File: src/rtl/cim_comb_pkg.sv
package cim_comb_pkg;

    localparam int DEF_ROWS    = 2;
    localparam int DEF_ACT_W   = 8;
    localparam int DEF_SLICE_W = 4;
    localparam int DEF_WBITS   = 4;

    // lossless code width: rows, weight levels per column, input levels per slice
    function automatic int code_width(input int rows, input int wlev, input int nlev);
        return $clog2(rows) + $clog2(wlev) + $clog2(nlev) + 1;
    endfunction

    function automatic int idx_width(input int n);
        return (n > 1) ? $clog2(n) : 1;
    endfunction

    typedef enum logic [1:0] {
        ST_IDLE  = 2'd0,
        ST_DRIVE = 2'd1,
        ST_HOLD  = 2'd2
    } seq_state_e;

    typedef struct packed {
        logic clear;
        logic take;
        logic last;
    } seq_evt_t;

endpackage

File: src/rtl/cim_slice_seq.sv
module cim_slice_seq
    import cim_comb_pkg::*;
#(
    parameter int ROWS    = DEF_ROWS,
    parameter int ACT_W   = DEF_ACT_W,
    parameter int SLICE_W = DEF_SLICE_W,
    localparam int NSLICE = ACT_W / SLICE_W,
    localparam int IDX_W  = idx_width(NSLICE)
) (
    input  logic                      clk,
    input  logic                      rst,
    input  logic                      start,
    input  logic [ROWS*ACT_W-1:0]     act_in,
    input  logic                      code_valid,
    input  logic                      res_ready,
    output logic                      busy,
    output logic                      slice_valid,
    output logic [IDX_W-1:0]          slice_idx,
    output logic [ROWS*SLICE_W-1:0]   slice_data,
    output logic                      res_valid,
    output seq_evt_t                  evt
);

    seq_state_e              state_q;
    logic [IDX_W-1:0]        idx_q;
    logic [ROWS*ACT_W-1:0]   act_q;

    always_comb begin
        evt.clear = (state_q == ST_IDLE) && start;
        evt.take  = (state_q == ST_DRIVE) && code_valid;
        evt.last  = (idx_q == IDX_W'(NSLICE - 1));
    end

    always_ff @(posedge clk) begin
        if (rst) begin
            state_q <= ST_IDLE;
            idx_q   <= '0;
            act_q   <= '0;
        end else begin
            case (state_q)
                ST_IDLE: begin
                    if (start) begin
                        state_q <= ST_DRIVE;
                        idx_q   <= '0;
                        act_q   <= act_in;
                    end
                end
                ST_DRIVE: begin
                    if (code_valid) begin
                        if (evt.last) state_q <= ST_HOLD;
                        else          idx_q   <= idx_q + 1'b1;
                    end
                end
                ST_HOLD: begin
                    if (res_ready) begin
                        state_q <= ST_IDLE;
                        idx_q   <= '0;
                    end
                end
                default: state_q <= ST_IDLE;
            endcase
        end
    end

    assign busy        = (state_q != ST_IDLE);
    assign slice_valid = (state_q == ST_DRIVE);
    assign res_valid   = (state_q == ST_HOLD);
    assign slice_idx   = idx_q;

    always_comb begin
        slice_data = '0;
        if (slice_valid) begin
            for (int r = 0; r < ROWS; r++) begin
                slice_data[r*SLICE_W +: SLICE_W] =
                    act_q[r*ACT_W + int'(idx_q)*SLICE_W +: SLICE_W];
            end
        end
    end

endmodule

File: src/rtl/cim_col_merge.sv
module cim_col_merge #(
    parameter int CODE_W = 7,
    parameter int NCOL   = 4,
    localparam int OUT_W = CODE_W + NCOL
) (
    input  logic [NCOL*CODE_W-1:0] codes,
    output logic [OUT_W-1:0]       merged
);

    logic [OUT_W-1:0] terms [NCOL];

    for (genvar b = 0; b < NCOL; b++) begin : g_col
        assign terms[b] = OUT_W'(codes[b*CODE_W +: CODE_W]) << b;
    end

    always_comb begin
        merged = '0;
        for (int b = 0; b < NCOL; b++) begin
            merged = merged + terms[b];
        end
    end

endmodule

File: src/rtl/cim_acc.sv
module cim_acc #(
    parameter int MRG_W   = 11,
    parameter int ACC_W   = 17,
    parameter int SLICE_W = 4,
    parameter int IDX_W   = 1
) (
    input  logic                    clk,
    input  logic                    rst,
    input  logic                    clear,
    input  logic                    take,
    input  logic [IDX_W-1:0]        idx,
    input  logic [MRG_W-1:0]        pos_m,
    input  logic [MRG_W-1:0]        neg_m,
    output logic signed [ACC_W-1:0] acc
);

    localparam int EXT_W = ACC_W - MRG_W;

    logic signed [ACC_W-1:0] pos_e, neg_e, diff, term;

    always_comb begin
        pos_e = $signed({{EXT_W{1'b0}}, pos_m});
        neg_e = $signed({{EXT_W{1'b0}}, neg_m});
        diff  = pos_e - neg_e;
        term  = diff <<< (int'(idx) * SLICE_W);
    end

    always_ff @(posedge clk) begin
        if (rst || clear) acc <= '0;
        else if (take)    acc <= acc + term;
    end

endmodule

File: src/rtl/cim_slice_combiner.sv
module cim_slice_combiner
    import cim_comb_pkg::*;
#(
    parameter int ROWS    = DEF_ROWS,
    parameter int ACT_W   = DEF_ACT_W,
    parameter int SLICE_W = DEF_SLICE_W,
    parameter int WBITS   = DEF_WBITS,
    localparam int NSLICE = ACT_W / SLICE_W,
    localparam int IDX_W  = idx_width(NSLICE),
    localparam int CODE_W = code_width(ROWS, 2, 2**SLICE_W),
    localparam int MRG_W  = CODE_W + WBITS,
    localparam int ACC_W  = MRG_W + ACT_W - SLICE_W + 2
) (
    input  logic                      clk,
    input  logic                      rst,
    input  logic                      start,
    input  logic [ROWS*ACT_W-1:0]     act_in,
    output logic                      busy,
    output logic                      slice_valid,
    output logic [IDX_W-1:0]          slice_idx,
    output logic [ROWS*SLICE_W-1:0]   slice_data,
    input  logic                      code_valid,
    input  logic [WBITS*CODE_W-1:0]   code_pos,
    input  logic [WBITS*CODE_W-1:0]   code_neg,
    output logic                      res_valid,
    output logic signed [ACC_W-1:0]   res_data,
    input  logic                      res_ready
);

    seq_evt_t          evt;
    logic [MRG_W-1:0]  pos_m, neg_m;

    cim_slice_seq #(
        .ROWS(ROWS), .ACT_W(ACT_W), .SLICE_W(SLICE_W)
    ) u_seq (
        .clk(clk), .rst(rst), .start(start), .act_in(act_in),
        .code_valid(code_valid), .res_ready(res_ready),
        .busy(busy), .slice_valid(slice_valid), .slice_idx(slice_idx),
        .slice_data(slice_data), .res_valid(res_valid), .evt(evt)
    );

    cim_col_merge #(.CODE_W(CODE_W), .NCOL(WBITS)) u_mrg_pos (
        .codes(code_pos), .merged(pos_m)
    );

    cim_col_merge #(.CODE_W(CODE_W), .NCOL(WBITS)) u_mrg_neg (
        .codes(code_neg), .merged(neg_m)
    );

    cim_acc #(
        .MRG_W(MRG_W), .ACC_W(ACC_W), .SLICE_W(SLICE_W), .IDX_W(IDX_W)
    ) u_acc (
        .clk(clk), .rst(rst), .clear(evt.clear), .take(evt.take),
        .idx(slice_idx), .pos_m(pos_m), .neg_m(neg_m), .acc(res_data)
    );

endmodule

File: config.mk
export PLATFORM = sky130hd
export DESIGN_NAME = cim_slice_combiner
export DESIGN_NICKNAME = d
export VERILOG_FILES = /design/src/rtl/cim_comb_pkg.sv /design/src/rtl/cim_slice_seq.sv /design/src/rtl/cim_col_merge.sv /design/src/rtl/cim_acc.sv /design/src/rtl/cim_slice_combiner.sv
export SDC_FILE = /design/constraint.sdc
export NUM_CORES = 1
export LEC_CHECK = 0
export ABC_AREA = 0
export BUFFER_PORTS_ARGS = -buffer_cell sky130_fd_sc_hd__buf_4
export CORE_ASPECT_RATIO = 0.75
export CORE_MARGIN = 1.5
export CORE_UTILIZATION = 55
export CTS_CLUSTER_SIZE = 30
export DETAILED_ROUTE_END_ITERATION = 12
export GPL_ROUTABILITY_DRIVEN = 0
export PLACE_DENSITY = 0.8
export SYNTH_ARGS = -nofsm -noshare
export SYNTH_HDL_FRONTEND = slang
export SYNTH_HIERARCHICAL = 1
export SYNTH_SLANG_ARGS = --single-unit
File: constraint.sdc
create_clock -name clk -period 6.45 [get_ports clk]
set_input_delay 0.3225 -clock clk [delete_from_list [all_inputs] [get_ports clk]]
set_output_delay 0.3225 -clock clk [all_outputs]
set_load 0.01 [all_outputs]
==> results of run 1 <==
==> layout make-up <==
class                      count  area [um2]
clock buffer                   6        82.6
clock inverter                 2        10.0
fill                         657        2260
inverter                      33         129
multi-input combinational    417        3170
sequential                    36         721
tap                          101         126
timing repair buffer         106         796
==> through the flow <==
step                      hold WS (ps)  instance area (um2)
after global routing               271                 5030
after global placement             444                 4940
after CTS                          268                 5030
after floorplan                    436                 4110
after detailed placement           449                 4940
final                              273                 5030
==> per-layer routing <==
layer  up-vias  routed length [um]  global-route usage  part of all wire
li1       1955                   -                   -                 -
met1      1768                4750               0.345              0.49
met2       104                4370               0.388              0.45
met5         -                   0                   0                 0
met4         0                  33              0.0324            0.0034
met3         6                 489              0.0486             0.051
==> cell usage in the layout (no fill, tap or decap), types with 9 or more instances in the layout <==
master,n
a21o_1,14
nor2b_1,9
nor2_1,44
o21ai_0,26
buf_4,106
xor2_1,15
a21oi_2,11
fa_1,18
a21oi_1,43
nor3_1,10
nand2_1,55
inv_1,32
xnor2_1,22
dfxtp_1,36
mux2i_1,18
ha_1,55
==> sequential cells by signal, summed over array words and instances, names as in the netlist <==
register,count
u_seq/act_q,16
u_seq/state_q,2
u_seq/slice_idx,1
u_acc/acc,17
==> power groups by stage <==
stage / Combinational, uW / Sequential (uW) / Clock (uW)
after global placement: 1760 / 270 / 0
after CTS: 1820 / 266 / 174
after detailed placement: 1810 / 271 / 0
after global routing: 2040 / 269 / 185
after floorplan: 1440 / 273 / 0
final: 1840 / 266 / 168
==> worst register-to-register path, delay by kind of cell, from the launching register on <==
kind / cells / cell delay, ps
buffers and inverters: 2 / 380
AO/OA/AOI/OAI: 3 / 750
AND/OR/NAND/NOR: 3 / 650
adder cells (fa/ha/maj): 2 / 390
flip-flops: 1 / 330
multiplexers: 2 / 410
==> how the worst max path moves through the flow <==
stage / from / end / slack, ps / cells past startpoint
after floorplan: code_neg[1] / u_acc/acc[16]$_SDFFE_PP0P_ / 890 / 24
after global placement: code_neg[1] / u_acc/acc[16]$_SDFFE_PP0P_ / 520 / 27
after detailed placement: code_pos[1] / u_acc/acc[16]$_SDFFE_PP0P_ / 320 / 27
after CTS: code_pos[1] / u_acc/acc[16]$_SDFFE_PP0P_ / 590 / 27
after global routing: code_neg[1] / u_acc/acc[16]$_SDFFE_PP0P_ / 170 / 25
final: code_pos[1] / u_acc/acc[16]$_SDFFE_PP0P_ / 550 / 27
==> results_dict.tcl, run 1 <==
set metrics [dict create \
    status "finished clean" \
    worst_path_max_delay_cell "fa_1" \
    syn_nets 651 \
    power_switching_uw 1140 \
    end_kind "flop" \
    setup_slack_ps 550 \
    cp.required_ps 6630 \
    fin_crit_ps 5900 \
    hold_start "act_in[12]" \
    setup_tns_ps 0 \
    pin_count 106 \
    ant_nets 0 \
    cts_made_buffers 5 \
    hold_depth 3 \
    core_area_um2 7300 \
    p_leak_uw 0.00236 \
    initial_core_util 0.563 \
    dp.cells 693 \
    slowest_delay_ps 440 \
    worst-r2r-cell-count 12 \
    remaining_drc_errors 0 \
    final_util 0.690 \
    cts_tree "yes" \
    internal_power_uw 1130 \
    crit_family "adder cells" \
    yosys_warnings 6 \
    setup_viol 0 \
    clk_pin_slew_ps 80 \
    hold_violations 0 \
    cts.sinks 36 \
    ctsResizeCount 0 \
    vias 3833 \
    viasPerCell 5.47 \
    maxSlewViolCount 0 \
    io_buffers 105 \
    worstHoldEndpoint "u_seq/act_q[12]$_SDFFE_PP0P_" \
    clockBufferDepth 2 \
    cp_num_buf_inv 2 \
    pwr-share-seq 0.117 \
    fmax_mhz 169 \
    path_max_fanout 6 \
    clk_latency_ps 290 \
    cts_setup_buffers 0 \
    rsz0062_at_grt "no" \
    ir_worst_vdd_v 0.000254 \
    critPathKind "in2reg" \
    sw_frac_of_total 0.502 \
    dieArea_um2 8010 \
    first_pass_iters 5 \
    rrSetupSlack_ps 3450 \
    die_h_um 77.9 \
    period_share 0.915 \
    wl_per_cell_um 13.8 \
    hp-class "in2reg" \
    grt_max_degree 24 \
    power.total_uw 2280 \
    drive_above_1_share 0.228 \
    clock_skew_ps 6.85 \
    synth_cells 501 \
    drt_iter0_markers 219 \
    hold_buffers 0 \
    first_global_vias 3647 \
    place.detailed.hpwl_um 8030 \
    dp_slack_ps 317 \
    synth_area_um2 4110 \
    rows 27 \
    clockPowerShare 0.074 \
    diodes 0 \
    r2r-start "u_seq/slice_idx$_SDFFE_PP0P_" \
    cts-root-buf "clkbuf_8" \
    crit_path_start_kind "input pin" \
    final_cells 701 \
    powerDensity_nw_per_um2 452 \
    cap_viol_max_count 0 \
    cts-htree-levels 2 \
    grt_usage 0.243 \
    arrival_ps 6080 \
    antenna_found_initial 0 \
    routed_wl_um 9650 \
    area_delta_synth_final_pct 22.4 \
    grt-ovfl-total 0 \
    layout.nets 749 \
    comb_power_share 0.809 \
    syn_avg_cell_area_um2 8.21 \
    worst_path_most_repeated_cell "ha_1" \
    grt_pass1_wl_um 15900 \
    worst_pin_slew_ps 899 \
    die_x_um 103 \
    timing.rr.end "u_acc/acc[16]$_SDFFE_PP0P_" \
    max-slew-margin-rel 0.401 \
]
No activity file was read; power rests on OpenSTA's default activity.
==> run 2: changes to the inputs <==
--- a/config.mk
+++ b/config.mk
@@ -5,7 +5,7 @@
 export SDC_FILE = /design/constraint.sdc
 export NUM_CORES = 1
 export LEC_CHECK = 0
-export ABC_AREA = 0
+export ABC_AREA = 1
 export BUFFER_PORTS_ARGS = -buffer_cell sky130_fd_sc_hd__buf_4
 export CORE_ASPECT_RATIO = 0.75
 export CORE_MARGIN = 1.5
@@ -13,7 +13,7 @@
 export CTS_CLUSTER_SIZE = 30
 export DETAILED_ROUTE_END_ITERATION = 12
 export GPL_ROUTABILITY_DRIVEN = 0
-export PLACE_DENSITY = 0.8
+export PLACE_DENSITY = 0.79
 export SYNTH_ARGS = -nofsm -noshare
 export SYNTH_HDL_FRONTEND = slang
 export SYNTH_HIERARCHICAL = 1
==> results_dict.tcl, run 2 <==
set metrics [dict create \
    hold_buffers 0 \
    p_leak_uw 0.00319 \
    yosys_warnings 6 \
    syn_nets 877 \
    antenna_found_initial 0 \
    grt_usage 0.261 \
    timing.rr.end "u_acc/acc[14]$_SDFFE_PP0P_" \
    routed_wl_um 11200 \
    fmax_mhz 196 \
    initial_core_util 0.573 \
    vias 4802 \
    hold_violations 0 \
    core_area_um2 7950 \
    pwr-share-seq 0.120 \
    remaining_drc_errors 0 \
    synth_area_um2 4560 \
    setup_tns_ps 0 \
    power.total_uw 2590 \
    layout.nets 977 \
    rsz0062_at_grt "no" \
    io_buffers 105 \
    cts-htree-levels 2 \
    ir_worst_vdd_v 0.000326 \
    regMostFlops "u_acc/acc" \
    cts_made_buffers 5 \
    grt-ovfl-total 0 \
    cap_viol_max_count 0 \
    viasPerCell 5.15 \
    end_kind "flop" \
    crit_path_start_kind "input pin" \
    mostFrequentLayoutCells "nand2_1 (201), inv_1 (117), buf_4 (105), nor2_1 (89), ha_1 (55)" \
    r2r-start "u_seq/slice_idx$_SDFFE_PP0P_" \
    largest_register_ffs 17 \
    first_global_vias 4407 \
    fin_crit_ps 5100 \
    dieArea_um2 8850 \
    wl_per_cell_um 12.0 \
    powerDensity_nw_per_um2 472 \
    synth_cells 727 \
    clock_skew_ps 4.50 \
    die_x_um 108 \
    grt_pass1_wl_um 18800 \
    sw_frac_of_total 0.567 \
    cp.required_ps 6640 \
    endpoint "u_acc/acc[14]$_SDFFE_PP0P_" \
    cts.sinks 36 \
    ctsResizeCount 0 \
    clockBufferDepth 2 \
    syn_avg_cell_area_um2 6.27 \
    dp.cells 925 \
    drt_iter0_markers 254 \
    cp_num_buf_inv 4 \
    worst_pin_slew_ps 941 \
    max-slew-margin-rel 0.372 \
    slowest_delay_ps 440 \
    area_delta_synth_final_pct 20.5 \
    clockPowerShare 0.063 \
    rows 28 \
    hp-class "in2reg" \
    clk_latency_ps 290 \
    top_regs "u_acc/acc: 17 flops, u_seq/act_q: 16 flops, u_seq/state_q: 2 flops" \
    setup_slack_ps 1350 \
    arrival_ps 5290 \
    place.detailed.hpwl_um 9250 \
    critPathKind "in2reg" \
    first_pass_iters 6 \
    clk_pin_slew_ps 80 \
    status "finished clean" \
    worst_path_most_repeated_cell "nand2_1" \
    worst_path_max_delay_cell "fa_1" \
    diodes 0 \
    grt_max_degree 31 \
    internal_power_uw 1120 \
    pin_count 106 \
    cts-root-buf "clkbuf_8" \
    period_share 0.791 \
    die_h_um 81.9 \
    path_max_fanout 5 \
    maxSlewViolCount 0 \
    crit_start "code_neg[1]" \
    ant_nets 0 \
    cp.depth 30 \
    crit_family "adder cells" \
    drive_above_1_share 0.167 \
    cts_tree "yes" \
    final_util 0.691 \
    rrSetupSlack_ps 3460 \
    worst-r2r-cell-count 14 \
    comb_power_share 0.817 \
    dp_slack_ps 1120 \
    layout_commonest_cell "nand2_1" \
    power_switching_uw 1470 \
    cts_setup_buffers 0 \
    setup_viol 0 \
    final_cells 933 \
]
==> run 2: final cells by class <==
cell class | count | area, um2
multi-input combinational | 557 | 3310
fill | 724 | 2460
timing repair buffer | 105 | 788
sequential | 36 | 721
inverter | 122 | 460
tap | 105 | 131
clock buffer | 5 | 68.8
clock inverter | 3 | 18.8
==> run 2: metal layers <==
layer	track usage	vias to the layer above	wire (um)
li1	-	2487	-
met1	0.349	2142	5190
met2	0.459	161	5110
met3	0.0333	12	795
met4	0.0474	0	100
met5	0	-	0
==> run 2: stage by stage <==
| stage | hold slack [ps] | area [um2] |
|---|---|---|
| after global placement | 474 | 5410 |
| after CTS | 193 | 5500 |
| after global routing | 205 | 5500 |
| final | 204 | 5500 |
| after detailed placement | 487 | 5410 |
| after floorplan | 392 | 4560 |
==> run 2: worst min-delay path by stage <==
stage	cells past startpoint	end	start
2_1_floorplan	1	u_seq/slice_idx$_SDFFE_PP0P_	rst
3_3_place_gp	2	u_acc/acc[0]$_SDFFE_PP0P_	u_acc/acc[0]$_SDFFE_PP0P_
3_5_place_dp	2	u_acc/acc[0]$_SDFFE_PP0P_	u_acc/acc[0]$_SDFFE_PP0P_
4_1_cts	2	u_seq/state_q[1]$_SDFFE_PP0P_	rst
5_1_grt	2	u_seq/state_q[1]$_SDFFE_PP0P_	rst
6_report	2	u_seq/state_q[1]$_SDFFE_PP0P_	rst
==> run 2: power groups by stage <==
stage / clock network, uW / registers [uW] / logic (uW)
2_1_floorplan: 0 / 311 / 1610
3_3_place_gp: 0 / 314 / 2010
3_5_place_dp: 0 / 316 / 2070
4_1_cts: 169 / 311 / 2080
5_1_grt: 175 / 317 / 2430
6_report: 163 / 312 / 2120
